File: config.mk
export PLATFORM = sky130hd
export DESIGN_NAME = xbus_ctrl
export DESIGN_NICKNAME = d
export VERILOG_FILES = /design/src/rtl/xbus_pkg.sv /design/src/rtl/xbus_addr_class.sv /design/src/rtl/xbus_pin_drive.sv /design/src/rtl/xbus_ctrl.sv
export SDC_FILE = /design/constraint.sdc
export NUM_CORES = 1
export LEC_CHECK = 0
export CELL_PAD_IN_SITES_DETAIL_PLACEMENT = 0
export CELL_PAD_IN_SITES_GLOBAL_PLACEMENT = 1
export CORE_ASPECT_RATIO = 1.4
export CORE_MARGIN = 1.5
export CORE_UTILIZATION = 50
export CTS_BUF_LIST = sky130_fd_sc_hd__clkbuf_4
export CTS_CLUSTER_SIZE = 28
export DETAILED_ROUTE_END_ITERATION = 12
export DONT_BUFFER_PORTS = 1
export GPL_TIMING_DRIVEN = 0
export PLACE_DENSITY_LB_ADDON = 0.2
export SLEW_MARGIN = 20
export SYNTH_ARGS = -nofsm -noshare
export SYNTH_HDL_FRONTEND = slang
export SYNTH_SLANG_ARGS = --single-unit
File: constraint.sdc
create_clock -name clk -period 3.14 [get_ports clk]
set_clock_uncertainty 0.1 [all_clocks]
set_input_delay 0.628 -clock clk [delete_from_list [all_inputs] [get_ports clk]]
set_output_delay 0.628 -clock clk [all_outputs]
set_load 0.005 [all_outputs]
File: src/rtl/xbus_pkg.sv
package xbus_pkg;
    typedef enum logic [2:0] {
        ST_IDLE  = 3'd0,
        ST_ADDR  = 3'd1,
        ST_DATA  = 3'd2,
        ST_STRB  = 3'd3,
        ST_QUICK = 3'd4,
        ST_DONE  = 3'd5
    } xbus_state_e;
endpackage

File: src/rtl/xbus_addr_class.sv
module xbus_addr_class #(
    parameter int AW = 16
) (
    input  logic [AW-1:0] addr,
    input  logic [AW-1:0] bound,
    output logic          is_ext
);
    // Unsigned compare: the boundary address itself is still internal.
    always_comb is_ext = (addr > bound);
endmodule

File: src/rtl/xbus_pin_drive.sv
module xbus_pin_drive
    import xbus_pkg::*;
#(
    parameter int AW = 16,
    parameter int DW = 8
) (
    input  xbus_state_e   st,
    input  logic          bus,
    input  logic          ext,
    input  logic          wr,
    input  logic          cfg_en,
    input  logic [AW-1:0] addr,
    input  logic [DW-1:0] wdata,
    output logic [DW-1:0] ad_o,
    output logic          ad_oe_o,
    output logic [AW-DW-1:0] ah_o,
    output logic          ale_o,
    output logic          rd_n_o,
    output logic          wr_n_o,
    output logic          pins_own_o
);
    logic on_bus;
    logic data_ph;

    always_comb begin
        on_bus     = bus && (st inside {ST_ADDR, ST_DATA, ST_STRB, ST_DONE});
        data_ph    = st inside {ST_DATA, ST_STRB, ST_DONE};
        ale_o      = on_bus && (st == ST_ADDR);
        ad_oe_o    = on_bus && ((st == ST_ADDR) || (wr && data_ph));
        ad_o       = (st == ST_ADDR) ? addr[DW-1:0] : wdata;
        ah_o       = on_bus ? addr[AW-1:DW] : '0;
        rd_n_o     = !(on_bus && ext && !wr && (st == ST_STRB));
        wr_n_o     = !(on_bus && ext && wr && (st == ST_STRB));
        pins_own_o = cfg_en || on_bus;
    end
endmodule

File: src/rtl/xbus_ctrl.sv
module xbus_ctrl
    import xbus_pkg::*;
#(
    parameter int              AW       = 16,
    parameter int              DW       = 8,
    parameter int              WSW      = 2,
    parameter logic [DW-1:0]   UNMAPPED = 8'hFF
) (
    input  logic             clk,
    input  logic             rst_n,
    input  logic             cfg_en,
    input  logic [WSW-1:0]   cfg_wait,
    input  logic [AW-1:0]    cfg_bound,
    input  logic             req_valid,
    input  logic             req_write,
    input  logic [AW-1:0]    req_addr,
    input  logic [DW-1:0]    req_wdata,
    output logic             req_ready,
    output logic [DW-1:0]    req_rdata,
    output logic [AW-1:0]    imem_addr,
    output logic [DW-1:0]    imem_wdata,
    output logic             imem_we,
    input  logic [DW-1:0]    imem_rdata,
    output logic [DW-1:0]    ad_o,
    output logic             ad_oe_o,
    input  logic [DW-1:0]    ad_i,
    output logic [AW-DW-1:0] ah_o,
    output logic             ale_o,
    output logic             rd_n_o,
    output logic             wr_n_o,
    output logic             pins_own_o
);
    localparam int HW = AW - DW;

    typedef struct packed {
        xbus_state_e    st;
        logic [WSW-1:0] cnt;
        logic [AW-1:0]  addr;
        logic [DW-1:0]  wdata;
        logic           wr;
        logic           ext;
        logic           bus;
        logic [DW-1:0]  rdata;
    } regs_t;

    regs_t r_d, r_q;
    logic  req_ext;
    logic  last_strb;

    xbus_addr_class #(.AW(AW)) u_class (
        .addr   (req_addr),
        .bound  (cfg_bound),
        .is_ext (req_ext)
    );

    always_comb begin
        r_d       = r_q;
        last_strb = (r_q.st == ST_STRB) && (r_q.cnt == '0);
        unique case (r_q.st)
            ST_IDLE: begin
                if (req_valid) begin
                    r_d.addr  = req_addr;
                    r_d.wdata = req_wdata;
                    r_d.wr    = req_write;
                    r_d.ext   = req_ext;
                    r_d.bus   = cfg_en;
                    r_d.cnt   = cfg_wait;
                    r_d.st    = cfg_en ? ST_ADDR : ST_QUICK;
                end
            end
            ST_ADDR: r_d.st = ST_DATA;
            ST_DATA: r_d.st = ST_STRB;
            ST_STRB: begin
                if (r_q.cnt == '0) begin
                    r_d.st    = ST_DONE;
                    r_d.rdata = r_q.ext ? ad_i : imem_rdata;
                end else begin
                    r_d.cnt = r_q.cnt - 1'b1;
                end
            end
            ST_QUICK: begin
                r_d.st    = ST_DONE;
                r_d.rdata = r_q.ext ? UNMAPPED : imem_rdata;
            end
            ST_DONE: r_d.st = ST_IDLE;
            default: r_d.st = ST_IDLE;
        endcase
    end

    always_ff @(posedge clk or negedge rst_n) begin
        if (!rst_n) begin
            r_q <= '{st: ST_IDLE, default: '0};
        end else begin
            r_q <= r_d;
        end
    end

    always_comb begin
        req_ready  = (r_q.st == ST_DONE);
        req_rdata  = r_q.rdata;
        imem_addr  = r_q.addr;
        imem_wdata = r_q.wdata;
        imem_we    = !r_q.ext && r_q.wr && (last_strb || (r_q.st == ST_QUICK));
    end

    xbus_pin_drive #(.AW(AW), .DW(DW)) u_pins (
        .st         (r_q.st),
        .bus        (r_q.bus),
        .ext        (r_q.ext),
        .wr         (r_q.wr),
        .cfg_en     (cfg_en),
        .addr       (r_q.addr),
        .wdata      (r_q.wdata),
        .ad_o       (ad_o),
        .ad_oe_o    (ad_oe_o),
        .ah_o       (ah_o),
        .ale_o      (ale_o),
        .rd_n_o     (rd_n_o),
        .wr_n_o     (wr_n_o),
        .pins_own_o (pins_own_o)
    );

    logic [HW-1:0] unused_hw;
    assign unused_hw = '0;
endmodule

==> results of run 1 <==
## routing by layer
metal,global-route usage,vias to the layer above,wire [um]
li1,-,980,-
met1,0.254,908,2290
met2,0.395,80,3000
met3,0.0582,5,372
met4,0.0667,0,78
met5,0,-,0
## cell type report
class / count / area share
inverter: 20 / 0.0277
clock buffer: 5 / 0.0139
sequential: 40 / 0.370
tap: 64 / 0.0296
clock inverter: 3 / 0.0171
multi-input combinational: 200 / 0.420
timing repair buffer: 2 / 0.0111
buffer: 45 / 0.111
## kinds of logic (layout without fill, tap and decap cells)
kind of cell,count (synthesis),in the layout,share of synthesized area
simple gates,133,133,0.236
fa+ha+maj,17,17,0.0846
mux,8,8,0.0358
compound gates,42,42,0.0960
buf+inv,65,75,0.149
flops,40,40,0.398
## per-stage QoR
stage                util  total power (W)  setup slack, ps
detailed placement  0.536          0.00207              773
floorplan               -          0.00185             1010
global route        0.559          0.00262              212
global placement    0.536          0.00204              787
finish              0.559          0.00242              387
CTS                 0.559          0.00244              350
## worst reg2reg max path: stages, from the launching register on
cell and delay [ps]:
dfrtp_1 380, buf_4 160, nor4b_4 560, o211ai_1 170, a311oi_1 270, a21oi_1 100
## final timing paths
kind                         startpoint       endpoint  slack [ps]  cells past startpoint
max                             r_q[35]        imem_we         390                      7
min                        req_addr[15]  imem_addr[15]         260                      2
max reg2reg                     r_q[38]         r_q[9]        1300                      5
min reg2reg                req_rdata[5]   req_rdata[5]         400                      2
max in group asynchronous         rst_n  imem_wdata[2]        2120                      2
min in group asynchronous         rst_n         r_q[9]         620                      2
## report_power, final
part | total (W) | internal (W) | leakage (nW) | switching (W)
combinational | 0.00113 | 0.000560 | 0.892 | 0.000571
clock | 0.000357 | 0.000170 | 0.0418 | 0.000187
sequential | 0.000930 | 0.000762 | 0.489 | 0.000168
total | 0.00242 | 0.00149 | 1.42 | 0.000926
## sequential cells by signal, summed over array words and instances, names as in the netlist
register and flops:
req_rdata 8, r_q 8, imem_addr 16, imem_wdata 8
## cells in the final DEF (no fill, tap or decap), types with 2 or more instances in the layout
master	instances
a311oi_1	2
nor3b_1	2
o21a_1	2
and2_1	10
nand2_1	100
nand4b_1	2
dfrtp_1	40
buf_4	33
mux2_2	8
inv_1	20
ha_1	17
clkbuf_4	5
a21oi_1	13
o22ai_1	9
buf_2	6
nand4_1	3
o21ai_0	13
nor3_1	3
clkbuf_1	6
nor2_1	5
==> results.md, run 1 <==
* Outcome: finished clean
* Fmax at 363 MHz
* # fillers at 482
* PwrDens at 893 nW/um^2
* CP bufs+invs at 3
* Number of synthesized flops with an enable pin at 0
* CTS root buf: clkbuf_4
* # DRC at 0
* Count leader, synth: nand2_1
* Total Routing Usage GR at 0.219
* Hold WS at 258 ps
* Required time worst endpoint at 2410 ps
* Clock transition at the registers of the reported paths at 140 ps
* Ys flop type: dfrtp_1
* Cts hold-fix bufs at 2
* Grt ovf at 0
* Depth of the CTS H-tree at 2
* Post-DRT Antenna Nets at 0
* Num rows at 30
* Setup CP Type: reg -> out
* Num CTS Buffers at 5
* Crit. End Element: primary output
* Syn avg cell area at 8.25 sq um
* Die area at 5470 sq um
* Arr. time, crit path at 2030 ps
* Vias in the first global route at 1923
* Yosys top cell area share at 0.398
* Total Neg Setup Slack at 0 ps
* Slew Limit Fails at 0
* Worst path cell trace: inv_1 > ha_1 > nand4b_1 > and2_1 > clkbuf_1 > buf_2 > nor3b_1
* Antenna cells at 0
* TritonCTS clock tree: built
* Routability cong. at 0.735
* DR vias/cell at 5.21
* Worst Tran Pin Value at 575 ps
* IO buf count at 0
* Die Ht at 86.9 um
* Top cells by area, synth: dfrtp_1 (40%), nand2_1 (15%), buf_4 (9.9%)
* First-pass GRT wire length at 9.18 mm
* Delay-heaviest family, CP: simple AND/OR/NAND/NOR gates
* Worst hold path class: in -> reg
* DRT Wirelength at 5.74 mm
* Max FO, Critical Path at 10
* Largest net degree at the start of global routing at 41
* Max cap viols at 0
* Register area share after synthesis at 0.398
* Static leakage at 1.42 nW
* Detailed router's first-iteration violation count at 73
* Nets@finish at 394
* Final hold violations at 0
* I/O pins at 118
* Distinct cells, synth at 30
* Unrepaired setup endpoints after global routing: false
* Slew HR at 0.616
* CP peak stage delay at 410 ps
* Antenna violations before repair at 0
* Final setup violation count at 0
* Cell Count, Final, Fillers Out at 379
* Pre-antenna DRT Iters at 4
* VDD IR max at 0.415 mV
* Chip Width at 62.9 um
* Slowest cell on the critical path: dfrtp_1
* Period utilisation layout at 0.877
* DR WL/cell at 15.1 um
* Via count at 1973
* Yosys top cell by area: dfrtp_1
* Placed Cells at 369
* Area added between synthesis and finish at 7.71%
* Design Area, Final at 2710 sq um
* CTS Sinks at 40
* Post-Syn Area at 2510 sq um
* Post-CTS Repair Setup Buffers at 0
* Seq cells post-synth at 40
* Startpoint Class: flip-flop
* Clock latency reported for the late side of the worst-skew pair at 360 ps
* Register area at 1000 sq um
* Dpl cell area at 2590 sq um
* Starting Density at 0.519
* Net Count, Synth at 385
* Total core area at 4840 sq um
* Synth async-reset ratio at 1.00
* Cells after Synth at 305
* DP HPWL at 4.34 mm
* Post-route minimum period at 2750 ps
* Ys Warns at 0
* Share of cells above drive strength 1 at 0.187
* Synth cell count leaders: nand2_1 (100), dfrtp_1 (40), buf_4 (33), inv_1 (20), ha_1 (17)
* CTS Buffer Depth at 2
* Multi-input logic area at 1140 sq um
* Post-CTS Resized at 0
Power figures use the tool's default switching activity.
==> run 2: changes to the inputs <==
CORE_MARGIN = 3   (was 1.5)
CORE_UTILIZATION = 46   (was 50)
clock period = 3 ns   (was 3.14 ns; I/O delays follow)
==> run 2 against run 1 <==
Compared with the run above:
- setup slack lost 120 ps
- hold slack lost 19 ps
- utilization shrank 4.2 points
- global-route usage shrank 2.8 points
- final cell count grew 0.53%
- cell area is essentially flat
- largest cell class unchanged
==> results.md, run 2 (synthesis gave the netlist of run 1 again) <==
* Outcome: finished clean
* Slowest cell on the critical path: dfrtp_1
* Post-route minimum period at 2740 ps
* Starting Density at 0.480 (-0.0391)
* Grt ovf at 0 (unchanged)
* Arr. time, crit path at 2040 ps (about the same)
* Most frequent cells in the layout: nand2_1 (100), dfrtp_1 (40), buf_4 (33), inv_1 (20), ha_1 (17)
* Vias in the first global route at 1898 (-1.3%)
* Setup CP Type: reg -> out
* VDD IR max at 0.351 mV (-15%)
* I/O pins at 118 (unchanged)
* Post-DRT Antenna Nets at 0 (unchanged)
* Grt met1 use at 0.220 (-0.0343)
* Worst hold path class: in -> reg
* Depth of the CTS H-tree at 2 (unchanged)
* Commonest non-fill, non-tap cell in the layout: nand2_1
* Antenna cells at 0 (unchanged)
* GRT busiest layer: met2
* Reg2Reg Launch Point: r_q[38]
* RR Endpoint: r_q[9]
* Antenna violations before repair at 0 (unchanged)
* PwrDens at 930 nW/um^2 (+4.2%)
* Hold endpoint: imem_addr[11]
* Worst Tran Pin Value at 559 ps (-16.6 ps)
* Cell Count, Final, Fillers Out at 381 (+0.53%)
* CTS Sinks at 40 (unchanged)
* First-pass GRT wire length at 9.19 mm (+0.14%)
* Total Neg Setup Slack at 0 ps (unchanged)
* Unrepaired setup endpoints after global routing: false
* # DRC at 0 (unchanged)
* Max reg flops at 16 (unchanged)
* Total Routing Usage GR at 0.192 (-0.0278)
* Num rows at 31 (+3.3%)
* Chip Width at 68.5 um (+8.8%)
* DR WL/cell at 15.4 um (+1.7%)
* Routability cong. at 0.754 (+2.5%)
* TritonCTS clock tree: built
* Largest net degree at the start of global routing at 41 (unchanged)
* Total Power at 0.00252 W (+4.2%)
* Flop-to-flop setup slack at 1140 ps (-160 ps)
* Clock latency reported for the late side of the worst-skew pair at 350 ps (about the same)
* Max FO, Critical Path at 10 (unchanged)
* Clock transition at the registers of the reported paths at 130 ps (about the same)
* Num CTS Buffers at 5 (unchanged)
* Die Ht at 93.5 um (+7.6%)
* CTS Buffer Depth at 2 (unchanged)
* HP Start: req_addr[11]
* Via count at 1946 (-1.4%)
* Worst path cell trace: inv_1 > ha_1 > nand4b_1 > and2_1 > clkbuf_1 > buf_2 > nor3b_1
* Required time worst endpoint at 2300 ps (-110 ps)
* Max cap viols at 0 (unchanged)
* Pre-antenna DRT Iters at 4 (unchanged)
* Share of cells above drive strength 1 at 0.187 (unchanged)
* Worst reg-to-reg path cell count at 5 (unchanged)
* Slew Limit Fails at 0 (unchanged)
* Detailed router's first-iteration violation count at 105 (+44%)
* DRT Wirelength at 5.87 mm (+2.2%)
* Final setup violation count at 0 (unchanged)
* DP HPWL at 4.57 mm (+5.4%)
* Final hold violations at 0 (unchanged)
* Period utilisation layout at 0.912
* Die area at 6400 sq um (+17%)
* Met2 GRT Util at 0.339 (-0.0559)
* CTS root buf: clkbuf_4
* CP peak stage delay at 420 ps (about the same)
* Area added between synthesis and finish at 7.66% (about the same)
* Startpoint Class: flip-flop
* Total core area at 5240 sq um (+8.1%)
* Slew HR at 0.628 (+0.0111)
* Met3 Use GR at 0.0481 (-0.0101)
* DR vias/cell at 5.11 (-1.9%)
* Placed Cells at 371 (+0.54%)
* IO buf count at 0 (unchanged)
* Nets@finish at 394 (unchanged)
* Crit. End Element: primary output
* Hold Path Stages at 2 (unchanged)
* Final core occ at 0.517 (-0.0423)
* Static leakage at 1.42 nW (about the same)
* Fmax at 365 MHz
run 2: final cells by class:
cell class              count  area, sq um
fillers                   539         2530
multi-input cells         200         1140
flip-flops and latches     40         1000
plain buffers              45          300
well taps                  66         82.6
inverters                  20         75.1
clock inverters             3         42.5
clock buffers               5         37.5
repair buffers              2         30.0
run 2: where the power goes:
group | internal [W] | switching, W | leakage (nW)
logic | 0.000586 | 0.000598 | 0.892
registers | 0.000798 | 0.000173 | 0.489
clock network | 0.000174 | 0.000190 | 0.0412
total | 0.00156 | 0.000961 | 1.42
run 2: how the worst max path moves through the flow:
stage	cells after the start	from	end	slack, ps
floorplan	7	r_q[38]	imem_we	890
global placement	7	r_q[38]	imem_we	690
detailed placement	7	r_q[38]	imem_we	670
CTS	7	r_q[38]	imem_we	250
global route	7	r_q[38]	imem_we	90
finish	7	r_q[35]	imem_we	260
run 2: critical path, delay by kind of cell (launching register included):
family / cells / cell delay [ps]
flops: 1 / 420
buf+inv: 3 / 430
simple gates: 3 / 590
fa+ha+maj: 1 / 230
run 2: repair_timing:
item	CTS	global route
setup endpoints to repair	0	0
endpoints found under the hold margin	40	0
buffers inserted	0	0
gates resized for setup	0	0
hold buffers	2	0
run 2: through the flow:
| stage | setup WS (ps) | hold WS, ps | instance area [sq um] |
|---|---|---|---|
| 2_1_floorplan | 895 | 204 | 2510 |
| 3_3_place_gp | 692 | 206 | 2600 |
| 3_5_place_dp | 674 | 206 | 2600 |
| 4_1_cts | 249 | 219 | 2710 |
| 5_1_grt | 94.4 | 237 | 2710 |
| 6_report | 263 | 238 | 2710 |
run 2: layer usage:
| layer | vias to the layer above | wire [um] |
|---|---|---|
| li1 | 981 | - |
| met1 | 891 | 2290 |
| met2 | 68 | 3090 |
| met3 | 6 | 409 |
| met4 | 0 | 72 |
| met5 | - | 0 |
==> run 3: changes to the inputs <==
CORE_UTILIZATION = 49   (was 46)
SYNTH_HIERARCHICAL = 1   (was unset)
==> run 3 against run 2 <==
Compared with the run above:
- global-route usage is 1.4 points lower
- clock power decreased by 2%
- power up 9.2%
- register-to-register slack lost 60 ps
- maximum frequency shrank 1.5%
- hold slack gained 25 ps
- flip-flop and latch count is the same
- area after synthesis rose by 7.9%
- cell area is 7.3% higher
==> results.md, run 3 <==
* Worst Tran Pin Value at 619 ps (+60.1 ps)
* Post-route minimum period at 2780 ps (+42.2 ps)
* Chip Width at 68.9 um (+0.57%)
* First-pass GRT wire length at 8.58 mm (-6.6%)
* Number of synthesized flops with an enable pin at 0 (unchanged)
* Post-DRT Antenna Nets at 0 (unchanged)
* Distinct cells, synth at 42 (+40%)
* Max cap viols at 0 (unchanged)
* Final hold violations at 0 (unchanged)
* Setup CP Type: reg -> out
* Required time worst endpoint at 2300 ps (about the same)
* CTS root buf: clkbuf_4
* Largest family of logic cells by synthesized area: multiplexers
* Post-CTS Repair Setup Buffers at 0 (unchanged)
* Cell Count, Final, Fillers Out at 322 (-15%)
* Area added between synthesis and finish at 7.10%
* Arr. time, crit path at 2080 ps (+40 ps)
* Pre-antenna DRT Iters at 4 (unchanged)
* Critical path endpoint: imem_we
* Final core occ at 0.551 (+0.0337)
* Seq cells post-synth at 40 (unchanged)
* Synth async-reset ratio at 1.00 (unchanged)
* Syn avg cell area at 11.0 sq um (+34%)
* IO buf count at 0 (unchanged)
* Register area share after synthesis at 0.369 (-0.0290)
* Clock transition at the registers of the reported paths at 120 ps (about the same)
* DP HPWL at 4.32 mm (-5.6%)
* Slew Limit Fails at 0 (unchanged)
* CP Launch Point: r_q[39]
* Antenna violations before repair at 0 (unchanged)
* DR WL/cell at 17.3 um (+13%)
* DRT Wirelength at 5.59 mm (-4.8%)
* Design Area, Final at 2910 sq um (+7.3%)
* Depth of the CTS H-tree at 2 (unchanged)
* Max FO, Critical Path at 10 (unchanged)
* Via count at 1712 (-12%)
* XOR/XNOR Fraction of Synth Area at 0 (unchanged)
* Ys Warns at 6 (+6)
* Multiplexer share of the synthesized area at 0.182 (+0.146)
* Outcome: finished clean
* Period utilisation layout at 0.926 (+0.0141)
* Adder-cell share of the synthesized area at 0.0784 (-0.00616)
* Startpoint Class: flip-flop
* CTS Sinks at 40 (unchanged)
* Synth cell count leaders: dfrtp_1 (40), buf_4 (38), mux2_2 (26), inv_1 (21), ha_1 (17)
* Count leader, synth: dfrtp_1
* Starting Density at 0.514 (+0.0339)
* Dpl cell area at 2800 sq um (+7.6%)
* Total core area at 5280 sq um (+0.74%)
* DR vias/cell at 5.32 (+4.1%)
* Flop-to-flop setup slack at 1080 ps (-60 ps)
* TritonCTS clock tree: built
* CTS Buffer Depth at 2 (unchanged)
* Die Ht at 94.0 um (+0.59%)
* Nets@finish at 335 (-15%)
* Commonest non-fill, non-tap cell in the layout: dfrtp_1
* Fmax at 360 MHz (-1.5%)
* Net Count, Synth at 326 (-15%)
* Placed Cells at 312 (-16%)
* Crit. End Element: primary output
* Vias in the first global route at 1784 (-6.0%)
* Top cells by area, synth: dfrtp_1 (37%), mux2_2 (11%), buf_4 (11%)
* Most frequent cells in the layout: dfrtp_1 (40), buf_4 (38), mux2_2 (26), inv_1 (21), ha_1 (17)
* Largest net degree at the start of global routing at 41 (unchanged)
* Post-Syn Area at 2710 sq um (+7.9%)
* Compound-cell area share of the yosys netlist at 0.0913 (-0.00469)
* Yosys top cell area share at 0.369 (-0.0290)
* I/O pins at 118 (unchanged)
* RR Endpoint: req_rdata[0]
* Num rows at 31 (unchanged)
* Multi-input logic area at 1310 sq um (+15%)
* Total Neg Setup Slack at 0 ps (unchanged)
* # DRC at 0 (unchanged)
* # fillers at 514 (-4.6%)
* Final setup violation count at 0 (unchanged)
* Num CTS Buffers at 5 (unchanged)
* Ys flop type: dfrtp_1
* PwrDens at 947 nW/um^2 (+1.8%)
* Simple-Gate Fraction of Synth Area at 0.133 (-0.103)
* Register area at 1000 sq um (unchanged)
* Yosys top cell by area: dfrtp_1
* Hold WS at 263 ps (+24.6 ps)
* Worst reg-to-reg path cell count at 6 (+1)
* Slew HR at 0.582 (-0.0457)
* HP Start: req_write
* Share of cells above drive strength 1 at 0.359 (+0.172)
* Static leakage at 1.36 nW (-4.6%)
* Clock latency reported for the late side of the worst-skew pair at 340 ps (about the same)
* Total Routing Usage GR at 0.177 (-0.0143)
* Routability cong. at 0.776 (+3.0%)
* Detailed router's first-iteration violation count at 74 (-30%)
* Max reg flops at 16 (unchanged)
* Reg2Reg Launch Point: r_q[39]
* Cells after Synth at 246 (-19%)
* Grt ovf at 0 (unchanged)
* VDD IR max at 0.550 mV (+57%)
* Die area at 6480 sq um (+1.2%)
* Unrepaired setup endpoints after global routing: false
* Worst hold path class: in -> reg
* Antenna cells at 0 (unchanged)
run 3: power by group:
part           switching [W]  internal [W]
Clock               0.000182      0.000174
Sequential          0.000221      0.000810
Combinational       0.000543      0.000821
run 3: per-stage QoR:
step | setup slack [ps] | total power [W]
after floorplan | 754 | 0.00218
after global placement | 613 | 0.00238
after detailed placement | 612 | 0.00242
after CTS | 196 | 0.00280
after global routing | 97.3 | 0.00298
final | 221 | 0.00275
run 3: area by class of cell:
type | instances | share of cell area
inverters | 21 | 0.0271
clock inverters | 3 | 0.0146
plain buffers | 41 | 0.110
clock buffers | 5 | 0.0129
multi-input cells | 144 | 0.452
well taps | 66 | 0.0284
repair buffers | 2 | 0.0103
flip-flops and latches | 40 | 0.345
run 3: worst min path at each step:
| stage | endpoint | slack [ps] | cells after the start |
|---|---|---|---|
| after detailed placement | r_q[37] | 210 | 0 |
| after CTS | r_q[10] | 250 | 2 |
| after floorplan | imem_addr[0] | 200 | 0 |
| after global placement | r_q[37] | 210 | 0 |
| after global routing | req_rdata[1] | 260 | 1 |
| final | r_q[10] | 260 | 2 |
run 3: logic make-up (layout without fill, tap and decap cells):
kind of cell               after synthesis  in the layout
AOI/OAI and AO/OA                       34             34
adders and majority gates               17             17
buffers and inverters                   62             72
DFF                                     40             40
muxes                                   42             42
and+or+nand+nor                         51             51
run 3: worst max-delay path, stage by stage, from the launching register on:
cell	delay (ps)
dfrtp_1	510
buf_4	230
or3b_1	380
buf_6	150
a21o_1	180
buf_6	130
nor2_1	140
run 3: what timing repair did:
item | in CTS | in global routing
gates resized for setup | 0 | 0
setup endpoints to repair | 0 | 0
endpoints found under the hold margin | 40 | 0
hold buffers | 2 | 0
run 3: layer usage:
| metal | global-route usage | vias to the layer above | part of all wire |
|---|---|---|---|
| li1 | - | 832 | - |
| met1 | 0.193 | 802 | 0.36 |
| met2 | 0.310 | 70 | 0.52 |
| met3 | 0.0611 | 8 | 0.097 |
| met4 | 0.0602 | 0 | 0.015 |
| met5 | 0 | - | 0 |
